**src/rtl/uorx_pkg.sv**
```systemverilog
package uorx_pkg;
  typedef enum logic [1:0] {
    RX_IDLE = 2'd0,
    RX_DATA = 2'd1,
    RX_STOP = 2'd2,
    RX_HOLD = 2'd3
  } rx_state_e;
endpackage

```
**src/rtl/uorx_rst_sync.sv**
```systemverilog
module uorx_rst_sync #(
  parameter int STAGES = 2
) (
  input  logic clk,
  input  logic arst_n,
  output logic srst_n
);
  logic [STAGES-1:0] chain_q;

  always_ff @(posedge clk or negedge arst_n) begin
    if (!arst_n) chain_q <= '0;
    else         chain_q <= {chain_q[STAGES-2:0], 1'b1};
  end

  assign srst_n = chain_q[STAGES-1];
endmodule

```
**src/rtl/uorx_line_sync.sv**
```systemverilog
module uorx_line_sync #(
  parameter int STAGES = 2
) (
  input  logic clk,
  input  logic rst_n,
  input  logic line_i,
  output logic line_o
);
  logic [STAGES-1:0] sync_q;
  logic [STAGES-1:0] sync_d;

  always_comb begin
    sync_d[0] = line_i;
    for (int i = 1; i < STAGES; i++) sync_d[i] = sync_q[i-1];
  end

  always_ff @(posedge clk or negedge rst_n) begin
    if (!rst_n) sync_q <= '1;
    else        sync_q <= sync_d;
  end

  assign line_o = sync_q[STAGES-1];
endmodule

```
**src/rtl/uorx_bit_engine.sv**
```systemverilog
module uorx_bit_engine
  import uorx_pkg::*;
#(
  parameter int OSR    = 8,
  parameter int DATA_W = 8
) (
  input  logic              clk,
  input  logic              rst_n,
  input  logic              tick_i,
  input  logic              en_i,
  input  logic              line_i,
  output logic [DATA_W-1:0] byte_o,
  output logic              good_o,
  output logic              bad_o
);
  localparam int FIRST_WAIT = OSR + OSR / 2 - 1;
  localparam int CNT_W      = $clog2(FIRST_WAIT + 1);
  localparam int BIT_W      = (DATA_W > 1) ? $clog2(DATA_W) : 1;

  rx_state_e          state_q, state_d;
  logic [CNT_W-1:0]   cnt_q, cnt_d;
  logic [BIT_W-1:0]   bit_q, bit_d;
  logic [DATA_W-1:0]  sh_q, sh_d;
  logic               due;

  assign due = tick_i && (cnt_q == CNT_W'(1));

  always_comb begin
    state_d = state_q;
    cnt_d   = cnt_q;
    bit_d   = bit_q;
    sh_d    = sh_q;
    good_o  = 1'b0;
    bad_o   = 1'b0;
    if (!en_i) begin
      state_d = RX_IDLE;
      cnt_d   = '0;
      bit_d   = '0;
    end else begin
      unique case (state_q)
        RX_IDLE: begin
          if (tick_i && !line_i) begin
            state_d = RX_DATA;
            cnt_d   = CNT_W'(FIRST_WAIT);
            bit_d   = '0;
          end
        end
        RX_DATA: begin
          if (due) begin
            sh_d  = {line_i, sh_q[DATA_W-1:1]};
            cnt_d = CNT_W'(OSR);
            if (bit_q == BIT_W'(DATA_W - 1)) state_d = RX_STOP;
            else                             bit_d   = bit_q + BIT_W'(1);
          end else if (tick_i) begin
            cnt_d = cnt_q - CNT_W'(1);
          end
        end
        RX_STOP: begin
          if (due) begin
            if (line_i) begin
              good_o  = 1'b1;
              state_d = RX_IDLE;
            end else begin
              bad_o   = 1'b1;
              state_d = RX_HOLD;
            end
          end else if (tick_i) begin
            cnt_d = cnt_q - CNT_W'(1);
          end
        end
        RX_HOLD: begin
          if (line_i) state_d = RX_IDLE;
        end
        default: state_d = RX_IDLE;
      endcase
    end
  end

  always_ff @(posedge clk or negedge rst_n) begin
    if (!rst_n) begin
      state_q <= RX_IDLE;
      cnt_q   <= '0;
      bit_q   <= '0;
      sh_q    <= '0;
    end else begin
      state_q <= state_d;
      cnt_q   <= cnt_d;
      bit_q   <= bit_d;
      sh_q    <= sh_d;
    end
  end

  assign byte_o = sh_q;
endmodule

```
**src/rtl/uorx_fifo.sv**
```systemverilog
module uorx_fifo #(
  parameter int WIDTH = 8,
  parameter int DEPTH = 4
) (
  input  logic                    clk,
  input  logic                    rst_n,
  input  logic                    wr_i,
  input  logic [WIDTH-1:0]        wdata_i,
  input  logic                    rd_i,
  output logic [WIDTH-1:0]        rdata_o,
  output logic                    empty_o,
  output logic                    full_o,
  output logic [$clog2(DEPTH):0]  fill_o
);
  localparam int AW = $clog2(DEPTH);

  logic [WIDTH-1:0] mem_q [DEPTH];
  logic [AW:0]      wptr_q, wptr_d, rptr_q, rptr_d;
  logic             do_wr, do_rd;

  assign empty_o = (wptr_q == rptr_q);
  assign full_o  = (wptr_q[AW-1:0] == rptr_q[AW-1:0]) && (wptr_q[AW] != rptr_q[AW]);
  assign fill_o  = wptr_q - rptr_q;
  assign do_wr   = wr_i && !full_o;
  assign do_rd   = rd_i && !empty_o;
  assign rdata_o = mem_q[rptr_q[AW-1:0]];

  always_comb begin
    wptr_d = wptr_q;
    rptr_d = rptr_q;
    if (do_wr) wptr_d = wptr_q + (AW+1)'(1);
    if (do_rd) rptr_d = rptr_q + (AW+1)'(1);
  end

  always_ff @(posedge clk or negedge rst_n) begin
    if (!rst_n) begin
      wptr_q <= '0;
      rptr_q <= '0;
    end else begin
      wptr_q <= wptr_d;
      rptr_q <= rptr_d;
    end
  end

  for (genvar g = 0; g < DEPTH; g++) begin : g_slot
    always_ff @(posedge clk) begin
      if (do_wr && (wptr_q[AW-1:0] == AW'(g))) mem_q[g] <= wdata_i;
    end
  end
endmodule

```
**src/rtl/uart_oversample_rx.sv**
```systemverilog
module uart_oversample_rx #(
  parameter int OSR        = 8,
  parameter int DATA_W     = 8,
  parameter int DEPTH      = 4,
  parameter int SYNC_STAGE = 2
) (
  input  logic              clk,
  input  logic              rst_n,
  input  logic              tick_i,
  input  logic              en_i,
  input  logic              rxd_i,
  input  logic              flags_clr_i,
  output logic [DATA_W-1:0] m_data_o,
  output logic              m_valid_o,
  input  logic              m_ready_i,
  output logic              frame_err_o,
  output logic              overrun_o
);
  localparam int FILL_W = $clog2(DEPTH) + 1;

  logic              srst_n;
  logic              line_s;
  logic [DATA_W-1:0] rx_byte;
  logic              rx_good, rx_bad;
  logic              fifo_empty, fifo_full;
  logic [FILL_W-1:0] fifo_fill;
  logic              ferr_q, ferr_d, ovr_q, ovr_d;

  uorx_rst_sync #(.STAGES(2)) u_rst (
    .clk(clk), .arst_n(rst_n), .srst_n(srst_n)
  );

  uorx_line_sync #(.STAGES(SYNC_STAGE)) u_sync (
    .clk(clk), .rst_n(srst_n), .line_i(rxd_i), .line_o(line_s)
  );

  uorx_bit_engine #(.OSR(OSR), .DATA_W(DATA_W)) u_eng (
    .clk(clk), .rst_n(srst_n), .tick_i(tick_i), .en_i(en_i), .line_i(line_s),
    .byte_o(rx_byte), .good_o(rx_good), .bad_o(rx_bad)
  );

  uorx_fifo #(.WIDTH(DATA_W), .DEPTH(DEPTH)) u_fifo (
    .clk(clk), .rst_n(srst_n), .wr_i(rx_good), .wdata_i(rx_byte),
    .rd_i(m_ready_i), .rdata_o(m_data_o), .empty_o(fifo_empty),
    .full_o(fifo_full), .fill_o(fifo_fill)
  );

  always_comb begin
    ferr_d = rx_bad | (ferr_q & ~flags_clr_i);
    ovr_d  = (rx_good & fifo_full) | (ovr_q & ~flags_clr_i);
  end

  always_ff @(posedge clk or negedge srst_n) begin
    if (!srst_n) begin
      ferr_q <= 1'b0;
      ovr_q  <= 1'b0;
    end else begin
      ferr_q <= ferr_d;
      ovr_q  <= ovr_d;
    end
  end

  assign m_valid_o   = !fifo_empty;
  assign frame_err_o = ferr_q;
  assign overrun_o   = ovr_q;
endmodule

```
**config.mk**
```make
export PLATFORM = sky130hd
export DESIGN_NAME = uart_oversample_rx
export DESIGN_NICKNAME = d
export VERILOG_FILES = /design/src/rtl/uorx_pkg.sv /design/src/rtl/uorx_rst_sync.sv /design/src/rtl/uorx_line_sync.sv /design/src/rtl/uorx_bit_engine.sv /design/src/rtl/uorx_fifo.sv /design/src/rtl/uart_oversample_rx.sv
export SDC_FILE = /design/constraint.sdc
export NUM_CORES = 1
export LEC_CHECK = 0
export BUFFER_PORTS_ARGS = -buffer_cell sky130_fd_sc_hd__buf_4
export CORE_ASPECT_RATIO = 1.4
export CORE_MARGIN = 3
export CORE_UTILIZATION = 45
export DETAILED_ROUTE_END_ITERATION = 12
export PLACE_DENSITY = 0.59
export SYNTH_ARGS = -nofsm -noshare
export SYNTH_HDL_FRONTEND = slang
export SYNTH_SLANG_ARGS = --single-unit
```
**constraint.sdc**
```tcl
create_clock -name clk -period 4.2 [get_ports clk]
set_clock_uncertainty 0.15 [all_clocks]
set_input_delay 0.84 -clock clk [delete_from_list [all_inputs] [get_ports clk]]
set_output_delay 0.84 -clock clk [all_outputs]
set_load 0.03 [all_outputs]
```
==> impl_metrics.yaml, run 1 <==
routing:
  drc: 0
  ant_nets: 0
  via_count: 1544
  drt_iter0_markers: 76
  wl_per_cell_um: 17.2
  routed_via_density: 5.57
  routed_wl_um: 4750
  first_pass_iters: 4
placement:
  pre_cts_slack_ns: 1.66
  port_buffers: 17
  hpwl_um: 3370
  place_inst: 261
  place_congestion: 0.798
global_routing:
  grt-busiest-layer: "met2"
  met3_usage: 0.0463
  grt_start_max_net_pins: 28
  overflow: 0
  grt_usage: 0.154
  met1_usage: 0.155
  grt_pass1_vias: 1680
  grt_pass1_wl_um: 8100
  antenna_found_initial: 0
  grt_util_met2: 0.274
outcome:
  status: "complete, no violations"
timing:
  rsz0062_at_grt: "false"
  timing.hold.ws_ns: 0.135
  fin_ws_ns: 1.36
  period_minus_slack_ns: 2.84
  relSlewSlack: 0.268
  tightestPinTransition_ns: 1.10
  setup_viol: 0
  finalHoldViolations: 0
  final.setup.tns_ns: 0
  drv_slew: 0
  max_freq_mhz: 352
  fin_crit_sh: 0.677
worst_setup_path:
  cp_top_family: "flip-flops"
  worstPathArrival_ns: 1.85
  worstPathRequired_ns: 3.21
  critPathBufInv: 1
  worstSetupStartpoint: "u_fifo.rptr_q[0]$_DFFE_PN0P_"
  crit_type: "reg -> out"
  crit_cells: 2
  slowest_stage: "dfrtp_1"
  max_stage_delay_ns: 0.75
  startpoint_type: "register"
  worstRegToRegCells: 5
  crit_chain: "mux4_2 > buf_4"
  crit_fanout: 11
  cp-end-kind: "output port"
  r2r-start: "u_eng.state_q[0]$_DFFE_PN0P_"
synthesis:
  synth_compound_area_frac: 0.0769
  netlist_area_sq_um: 2730
  syn_inst: 179
  yosys-top-cells-area: "edfxtp_1 35%, dfrtp_1 25%, mux4_2 6.6%"
  ys_seq_area_frac: 0.618
  ys_seq_elements: 61
  synthXorXnorAreaFrac: 0.0256
  synth_top_area_share: 0.352
  syn-num-nets: 199
  yosys.area_share.adder: 0.0595
  synth_warnings: 0
  synth_top_cell_by_area: "edfxtp_1"
  async_flop_share: 0.475
  synth_top_family_by_area: "multiplexers"
  synth-edff-count: 32
  synth_cell_types: 48
  synth-simple-area-share: 0.0870
  muxShareOfSynthArea: 0.107
  synth-main-ff-cell: "edfxtp_1"
  syn_avg_cell_area_sq_um: 15.3
floorplanning:
  core-area_sq_um: 5860
  initial_core_util: 0.466
  die_w_um: 71.9
  ios: 18
  rows: 33
  die-area_sq_um: 7060
  die_h_um: 98.2
power:
  power_density_nw_per_um2: 526
  p_clk_frac: 0.256
  total_leakage_power_nw: 1.33
  power_mw: 1.62
  p_sw_frac: 0.325
  intPower_mw: 1.10
  power_frac_seq: 0.480
  peakVddDrop_v: 0.000259
  power_switching_mw: 0.526
  combPwrFrac: 0.263
final_layout:
  drive_gt1_frac: 0.285
  antenna_cells: 0
  fin_cells: 277
  layout.nets: 222
  syn_to_final_growth_pct: 12.7
clocking:
  cts_tree: "built"
  post_cts_buffers: 0
  root_buffer: "clkbuf_8"
  clk_pin_slew_ns: 0.06
  ctsResizeCount: 0
  cts_sinks: 61
  cts_hold_buf: 0
  clock_latency_ns: 0.33
  cts_buffer_depth: 2
  numCtsBuffers: 9
  ctsHtreeMaxLevel: 3
min_path:
  hold_path_class: "in -> async"
flow_run:
  drv_cap: 0
## kinds of logic after synthesis
family	count (synthesis)
fa+ha+maj	13
buf+inv	16
simple gates	37
mux	18
xor+xnor	8
other cells	1
compound gates	25
flops	61
## flip-flops by register name (all words and copies together) (netlist names)
| name | flops |
|---|---|
| u_eng.cnt_q | 4 |
| u_eng.bit_q | 3 |
| overrun_o | 1 |
| u_fifo.mem_q | 32 |
| u_eng.byte_o | 8 |
| u_rst.chain_q | 2 |
| u_fifo.rptr_q | 3 |
| u_sync.sync_q | 2 |
| frame_err_o | 1 |
| u_eng.state_q | 2 |
| u_fifo.wptr_q | 3 |
## cells in the mapped netlist (all sizes together) (2+ instances only)
master / number
a211oi: 2
a21oi: 2
a22o: 2
a32o: 2
and2: 2
and3: 6
buf: 3
clkbuf: 2
dfrtp: 27
dfstp: 2
edfxtp: 32
ha: 13
inv: 11
mux2: 10
mux4: 8
nand2: 4
nand3: 7
nand3b: 2
nor2: 4
nor2b: 2
nor3: 3
o211ai: 2
o21a: 2
o21ai: 3
o22ai: 2
xnor2: 5
xor2: 3
## power by group through the flow
stage	logic (mW)	registers, mW	clock network (mW)
floorplan	0.383	0.729	0
global placement	0.411	0.785	0
CTS	0.429	0.781	0.433
finish	0.427	0.778	0.416
global route	0.468	0.792	0.466
detailed placement	0.424	0.793	0
## through the flow
step / area, sq um / util
after floorplan: 2730 / -
after detailed placement: 2920 / 0.499
after global routing: 3080 / 0.525
after global placement: 2920 / 0.499
after CTS: 3080 / 0.525
final: 3080 / 0.525
## layout by cell type (no fill, tap or decap), types with 2 or more instances in the layout
cell,netlist,layout
clkinv_2,0,3
edfxtp_1,32,32
o22ai_1,2,2
nand3_1,6,6
mux2_2,10,10
inv_1,11,11
nand3b_1,2,2
clkbuf_8,0,9
nand2_1,4,4
and3_1,6,6
clkinv_1,0,2
nor2b_1,2,2
a22o_1,2,2
dfstp_2,2,2
a21oi_1,2,2
buf_4,1,17
o211ai_1,2,2
dfrtp_1,27,27
o21ai_0,3,3
a32o_1,2,2
ha_1,13,13
mux4_2,8,8
xnor2_1,5,5
nor3_1,2,2
nor2_1,4,4
o21a_1,2,2
xor2_1,3,3
## final cells by class
class	instances	area, sq um
fillers	514	2780
flip-flops and latches	61	1690
multi-input cells	102	977
clock buffers	10	128
repair buffers	17	128
well taps	70	87.6
inverters	11	41.3
clock inverters	6	30.0
## per-layer routing
layer / wire length (um) / share of wire
met5: 0 / 0
met4: 108 / 0.023
met3: 140 / 0.029
met2: 2660 / 0.56
met1: 1840 / 0.39
## final timing paths
path	endpoint	slack [ns]
max in group asynchronous	u_fifo.wptr_q[2]$_DFFE_PN0P_	2.93
setup / recovery	m_data_o[7]	1.36
hold / removal	u_rst.chain_q[0]$_DFF_PN0_	0.13
hold reg to reg	u_rst.chain_q[1]$_DFF_PN0_	0.20
setup reg to reg	u_fifo.mem_q[2][0]$_DFFE_PP_	1.87
min in group clk	u_rst.chain_q[1]$_DFF_PN0_	0.20
(Power assumes the default switching activity.)
==> run 2: changes to the inputs <==
- ABC_AREA: default -> 1
- PLACE_DENSITY: 0.59 -> 0.62
- clock period: 4.2 -> 2.3 ns (I/O delays scaled with it)
==> run 2 against run 1 <==
Net effect:
- cell area rose by 6.1%
- final cell count rose by 34%
- synthesized cell count increased by 49%
- via count increased by 21%
- wire length is 8.8% higher
- combinational power increased to 3.4 times the previous value
- critical path depth grew 2
- core utilization grew 2.8 points
==> impl_metrics.yaml, run 2 <==
worst_setup_path:
  startpoint_type: "register"
  worstPathRequired_ns: 1.69
  crit_type: "reg -> out"
  crit_fanout: 12
  cp-end-kind: "output port"
  worstPathArrival_ns: 1.54
  worstRegToRegCells: 9
placement:
  hpwl_um: 4000
  pre_cts_slack_ns: 0.424
  placed_area_sq_um: 3000
  port_buffers: 17
  place_congestion: 0.853
  place_inst: 354
global_routing:
  grt_pass1_wl_um: 8730
  grt_pass1_vias: 1848
  grt_start_max_net_pins: 19
  antenna_found_initial: 0
  grt_usage: 0.162
  overflow: 0
routing:
  wl_per_cell_um: 13.9
  first_pass_iters: 4
  wl_met1_um: 2080
  ant_nets: 0
  routed_wl_um: 5170
  via_count: 1869
  routed.top_layer: "met4"
  wl_met3_um: 127
  drt_iter0_markers: 100
  drc: 0
  routed_via_density: 5.04
  wl_met2_um: 2810
clocking:
  cts_sinks: 61
  cts_tree: "built"
  root_buffer: "clkbuf_8"
  clk_pin_slew_ns: 0.07
  cts_buffer_depth: 2
  numCtsBuffers: 9
  clock_latency_ns: 0.33
  post_cts_buffers: 0
  ctsHtreeMaxLevel: 3
final_layout:
  finish.utilization: 0.553
  syn_to_final_growth_pct: 17.7
  fin_cells: 371
  largest_register_ffs: 32
  fillers: 520
  layout.nets: 316
  final_cell_mix: "43 x nand2_1, 32 x edfxtp_1, 31 x nor2_1"
  regMostFlops: "u_fifo.mem_q"
  antenna_cells: 0
  final_common_cell: "nand2_1"
  regArea_sq_um: 1690
  multiInputGateArea_sq_um: 937
  fin_area_sq_um: 3270
  drive_gt1_frac: 0.179
power:
  peakVddDrop_v: 0.000654
  total_leakage_power_nw: 1.44
  power_density_nw_per_um2: 1290
synthesis:
  syn_avg_cell_area_sq_um: 10.4
  synth_warnings: 0
  async_flop_share: 0.475
  ys_seq_elements: 61
  netlist_area_sq_um: 2780
  synth_cell_types: 29
  syn_inst: 266
  yosys-top-cells-count: "43 x nand2_1, 32 x edfxtp_1, 31 x nor2_1"
  syn-num-nets: 286
  yosysMostFrequentCell: "nand2_1"
  synth_top_cell_by_area: "edfxtp_1"
  synth_top_area_share: 0.346
  yosys-top-cells-area: "edfxtp_1 35%, dfrtp_1 24%, ha_1 5.9%"
  synth-main-ff-cell: "edfxtp_1"
  ys_seq_area_frac: 0.609
  synth-edff-count: 32
timing:
  fin_crit_sh: 0.933
  finalHoldViolations: 0
  final.setup.tns_ns: 0
  max_freq_mhz: 466
  drv_slew: 0
  period_minus_slack_ns: 2.15
  fin_ws_ns: 0.155
  relSlewSlack: 0.576
  setup_viol: 0
  rsz0062_at_grt: "false"
  tightestPinTransition_ns: 0.636
floorplanning:
  die_w_um: 72.4
  initial_core_util: 0.470
  rows: 33
  ios: 18
  die_h_um: 98.9
  core-area_sq_um: 5900
  die-area_sq_um: 7160
min_path:
  whs_path_depth: 1
  hold_path_class: "in -> reg"
flow_run:
  drv_cap: 0
outcome:
  status: "complete, no violations"
run 2: cell types whose count changed in the layout (fill, tap and decap cells not counted), sizes merged, moves of 5 or more:
cell | previous run | this run
nand2 | 4 | 47
nor2 | 4 | 35
o21ai | 3 | 31
inv | 11 | 29
mux2 | 10 | 1
mux4 | 8 | 0
o22ai | 2 | 10
nand3 | 7 | 14
and3 | 6 | 0
buf | 17 | 23
a21oi | 2 | 7
run 2: power by group:
| group | internal (mW) | total [mW] | switching [mW] |
|---|---|---|---|
| combinational | 0.528 | 1.44 | 0.908 |
| sequential | 1.39 | 1.62 | 0.232 |
| clock | 0.776 | 1.16 | 0.383 |
run 2: cells by family (layout without fill, tap and decap cells):
family / after synthesis / count (layout) / share of synthesized area
fa+ha+maj: 13 / 13 / 0.0586
simple gates: 100 / 100 / 0.162
buf+inv: 36 / 71 / 0.0536
mux: 1 / 1 / 0.00406
flops: 61 / 61 / 0.609
xor+xnor: 6 / 6 / 0.0189
compound gates: 48 / 48 / 0.0924
other cells: 1 / 1 / 0.00135
run 2: final cells by class:
| class | count | share of cell area |
|---|---|---|
| Sequential cell | 61 | 0.517 |
| Multi-Input combinational cell | 169 | 0.287 |
| Timing Repair Buffer | 24 | 0.0559 |
| Clock buffer | 12 | 0.0475 |
| Inverter | 31 | 0.0372 |
| Clock inverter | 4 | 0.0287 |
| Tap cell | 70 | 0.0268 |
run 2: repair_timing:
| item | 4_1_cts | 5_1_grt |
|---|---|---|
| hold buffers | 1 | 0 |
| endpoints found under the hold margin | 2 | 0 |
| gates resized for setup | 0 | 1 |
| setup endpoints to repair | 0 | 1 |
run 2: per-layer routing:
metal	vias up	track usage
li1	947	-
met5	-	0
met4	0	0.0952
met2	29	0.284
met3	13	0.0276
met1	880	0.180
run 2: stage by stage:
| stage | hold WS (ns) | total power, mW |
|---|---|---|
| after global placement | 0.0925 | 3.07 |
| after global routing | 0.0715 | 4.52 |
| after CTS | 0.0723 | 4.27 |
| after detailed placement | 0.0939 | 3.09 |
| final | 0.0915 | 4.22 |
| after floorplan | 0.0144 | 2.63 |
run 2: worst paths after layout:
check / startpoint / endpoint / slack [ns]
max: u_fifo.rptr_q[1]$_DFFE_PN0P_ / m_data_o[0] / 0.15
min: rxd_i / u_sync.sync_q[0]$_DFF_PN1_ / 0.09
max reg2reg: u_eng.cnt_q[1]$_DFFE_PN0P_ / u_fifo.mem_q[1][4]$_DFFE_PP_ / 0.43
min reg2reg: u_rst.chain_q[1]$_DFF_PN0_ / u_fifo.wptr_q[1]$_DFFE_PN0P_ / 0.11
max in group asynchronous: u_rst.chain_q[1]$_DFF_PN0_ / u_eng.byte_o[6]$_DFFE_PN0P_ / 1.28
min in group asynchronous: u_rst.chain_q[1]$_DFF_PN0_ / u_fifo.wptr_q[1]$_DFFE_PN0P_ / 0.11
run 2: critical path: stages, from the launching register on:
cell and delay (ns):
dfrtp_1 0.51, inv_1 0.23, o21ai_0 0.14, o22ai_1 0.14, buf_4 0.18
==> run 3: changes to the inputs <==
- ABC_AREA: 1 -> 0
==> run 3 against run 2 <==
Net effect:
- die area shrank 1.4%
- combinational power fell by 39%
- sequential power decreased by 16%
- register-to-register slack lost 0.22 ns
- power shrank 20%
- first-iteration DRC count down 37%
- global-route usage fell by 1.0 points
- largest cell class unchanged
- worst hold slack got worse by 0.0035 ns
- via count is 16% lower
==> impl_metrics.yaml, run 3 (synthesis gave the netlist of run 1 again) <==
floorplanning:
  die-area_sq_um: 7060
  initial_core_util: 0.466
  rows: 33
  ios: 18
  die_h_um: 98.2
  die_w_um: 71.9
  core-area_sq_um: 5860
clocking:
  cts_buffer_depth: 2
  post_cts_buffers: 0
  root_buffer: "clkbuf_8"
  ctsHtreeMaxLevel: 3
  cts_sinks: 61
  clock_latency_ns: 0.33
  cts_tree: "built"
  numCtsBuffers: 9
  clk_pin_slew_ns: 0.07
final_layout:
  largest_register_ffs: 32
  fin_cells: 281
  layout.nets: 226
  antenna_cells: 0
  drive_gt1_frac: 0.327
  regMostFlops: "u_fifo.mem_q"
  final_cell_mix: "32 x edfxtp_1, 27 x dfrtp_1, 19 x buf_4"
  final_common_cell: "edfxtp_1"
  syn_to_final_growth_pct: 17.5
  fin_area_sq_um: 3210
  finish.utilization: 0.548
worst_setup_path:
  worstPathRequired_ns: 1.69
  startpoint_type: "register"
  max_stage_delay_ns: 0.52
  slowest_stage: "mux4_2"
  crit_chain: "buf_6 > mux4_2 > buf_4"
  crit_fanout: 11
  crit_type: "reg -> out"
  worstPathArrival_ns: 1.56
  cp-end-kind: "output port"
global_routing:
  antenna_found_initial: 0
  grt_pass1_vias: 1673
  overflow: 0
  grt_usage: 0.152
  grt_pass1_wl_um: 8060
  grt_start_max_net_pins: 28
routing:
  first_pass_iters: 6
  drt_iter0_markers: 63
  routed_wl_um: 4750
  wl_per_cell_um: 16.9
  via_count: 1579
  drc: 0
  ant_nets: 0
  routed_via_density: 5.62
timing:
  finalHoldViolations: 0
  drv_slew: 0
  setup_viol: 0
  fin_ws_ns: 0.129
  period_minus_slack_ns: 2.17
  max_freq_mhz: 461
  final.setup.tns_ns: 0
  timing.hold.ws_ns: 0.0880
  fin_crit_sh: 0.944
  rsz0062_at_grt: "false"
placement:
  port_buffers: 17
  placed_area_sq_um: 2950
  pre_cts_slack_ns: 0.0683
  hpwl_um: 3430
  place_inst: 264
  place_congestion: 0.880
min_path:
  hold_path_class: "reg -> async"
outcome:
  status: "complete, no violations"
power:
  power_mw: 3.39
  total_leakage_power_nw: 1.39
  power_density_nw_per_um2: 1060
  peakVddDrop_v: 0.000560
flow_run:
  drv_cap: 0
## run 3: changes by cell type in the layout (fill, tap and decap cells not counted), moves of 5 or more
cell     delta
nor2_1     -27
nand2_1    -39
mux4_2      +8
nand3_1     -8
mux2_2      +9
a21oi_1     -5
inv_1      -17
o21ai_0    -24
o22ai_1     -8
## run 3: final cells by class
type	count	area, sq um
timing repair buffer	21	164
clock buffer	9	124
tap	70	87.6
clock inverter	7	123
multi-input combinational	102	982
inverter	11	41.3
sequential	61	1690
fill	489	2650
## run 3: worst max-delay path: cells and delay by family, from the launching register on
family	cells	cell delay, ns
buf+inv	2	0.37
flops	1	0.34
mux	1	0.52
## run 3: worst paths after layout
kind                                               from                            to  slack (ns)  depth (start not counted)
min                          u_rst.chain_q[1]$_DFF_PN0_  u_fifo.wptr_q[0]$_DFFE_PN0P_        0.09                          1
min reg2reg                  u_rst.chain_q[1]$_DFF_PN0_  u_fifo.wptr_q[0]$_DFFE_PN0P_        0.09                          1
min in group clk                                  rxd_i    u_sync.sync_q[0]$_DFF_PN1_        0.09                          1
max reg2reg                  u_eng.cnt_q[1]$_DFFE_PN0P_  u_fifo.mem_q[3][1]$_DFFE_PP_        0.21                          5
max                        u_fifo.rptr_q[0]$_DFFE_PN0P_                   m_data_o[6]        0.13                          3
max in group asynchronous    u_rst.chain_q[1]$_DFF_PN0_    u_sync.sync_q[0]$_DFF_PN1_        1.61                          1
## run 3: repair_timing
item	4_1_cts	5_1_grt
endpoints found under the hold margin	2	0
endpoints found under the setup margin	0	34
resized for setup	0	5
hold buffers	1	0
## run 3: layer usage
metal  part of all wire  GRT usage
met4              0.013     0.0651
met2               0.56      0.261
met5                  0          0
met3              0.038     0.0494
met1               0.39      0.169
## run 3: power breakdown
part           leakage (nW)  internal (mW)  switching, mW
combinational         0.538          0.410          0.467
clock                 0.116          0.725          0.431
sequential            0.731           1.24          0.123
total                  1.39           2.37           1.02
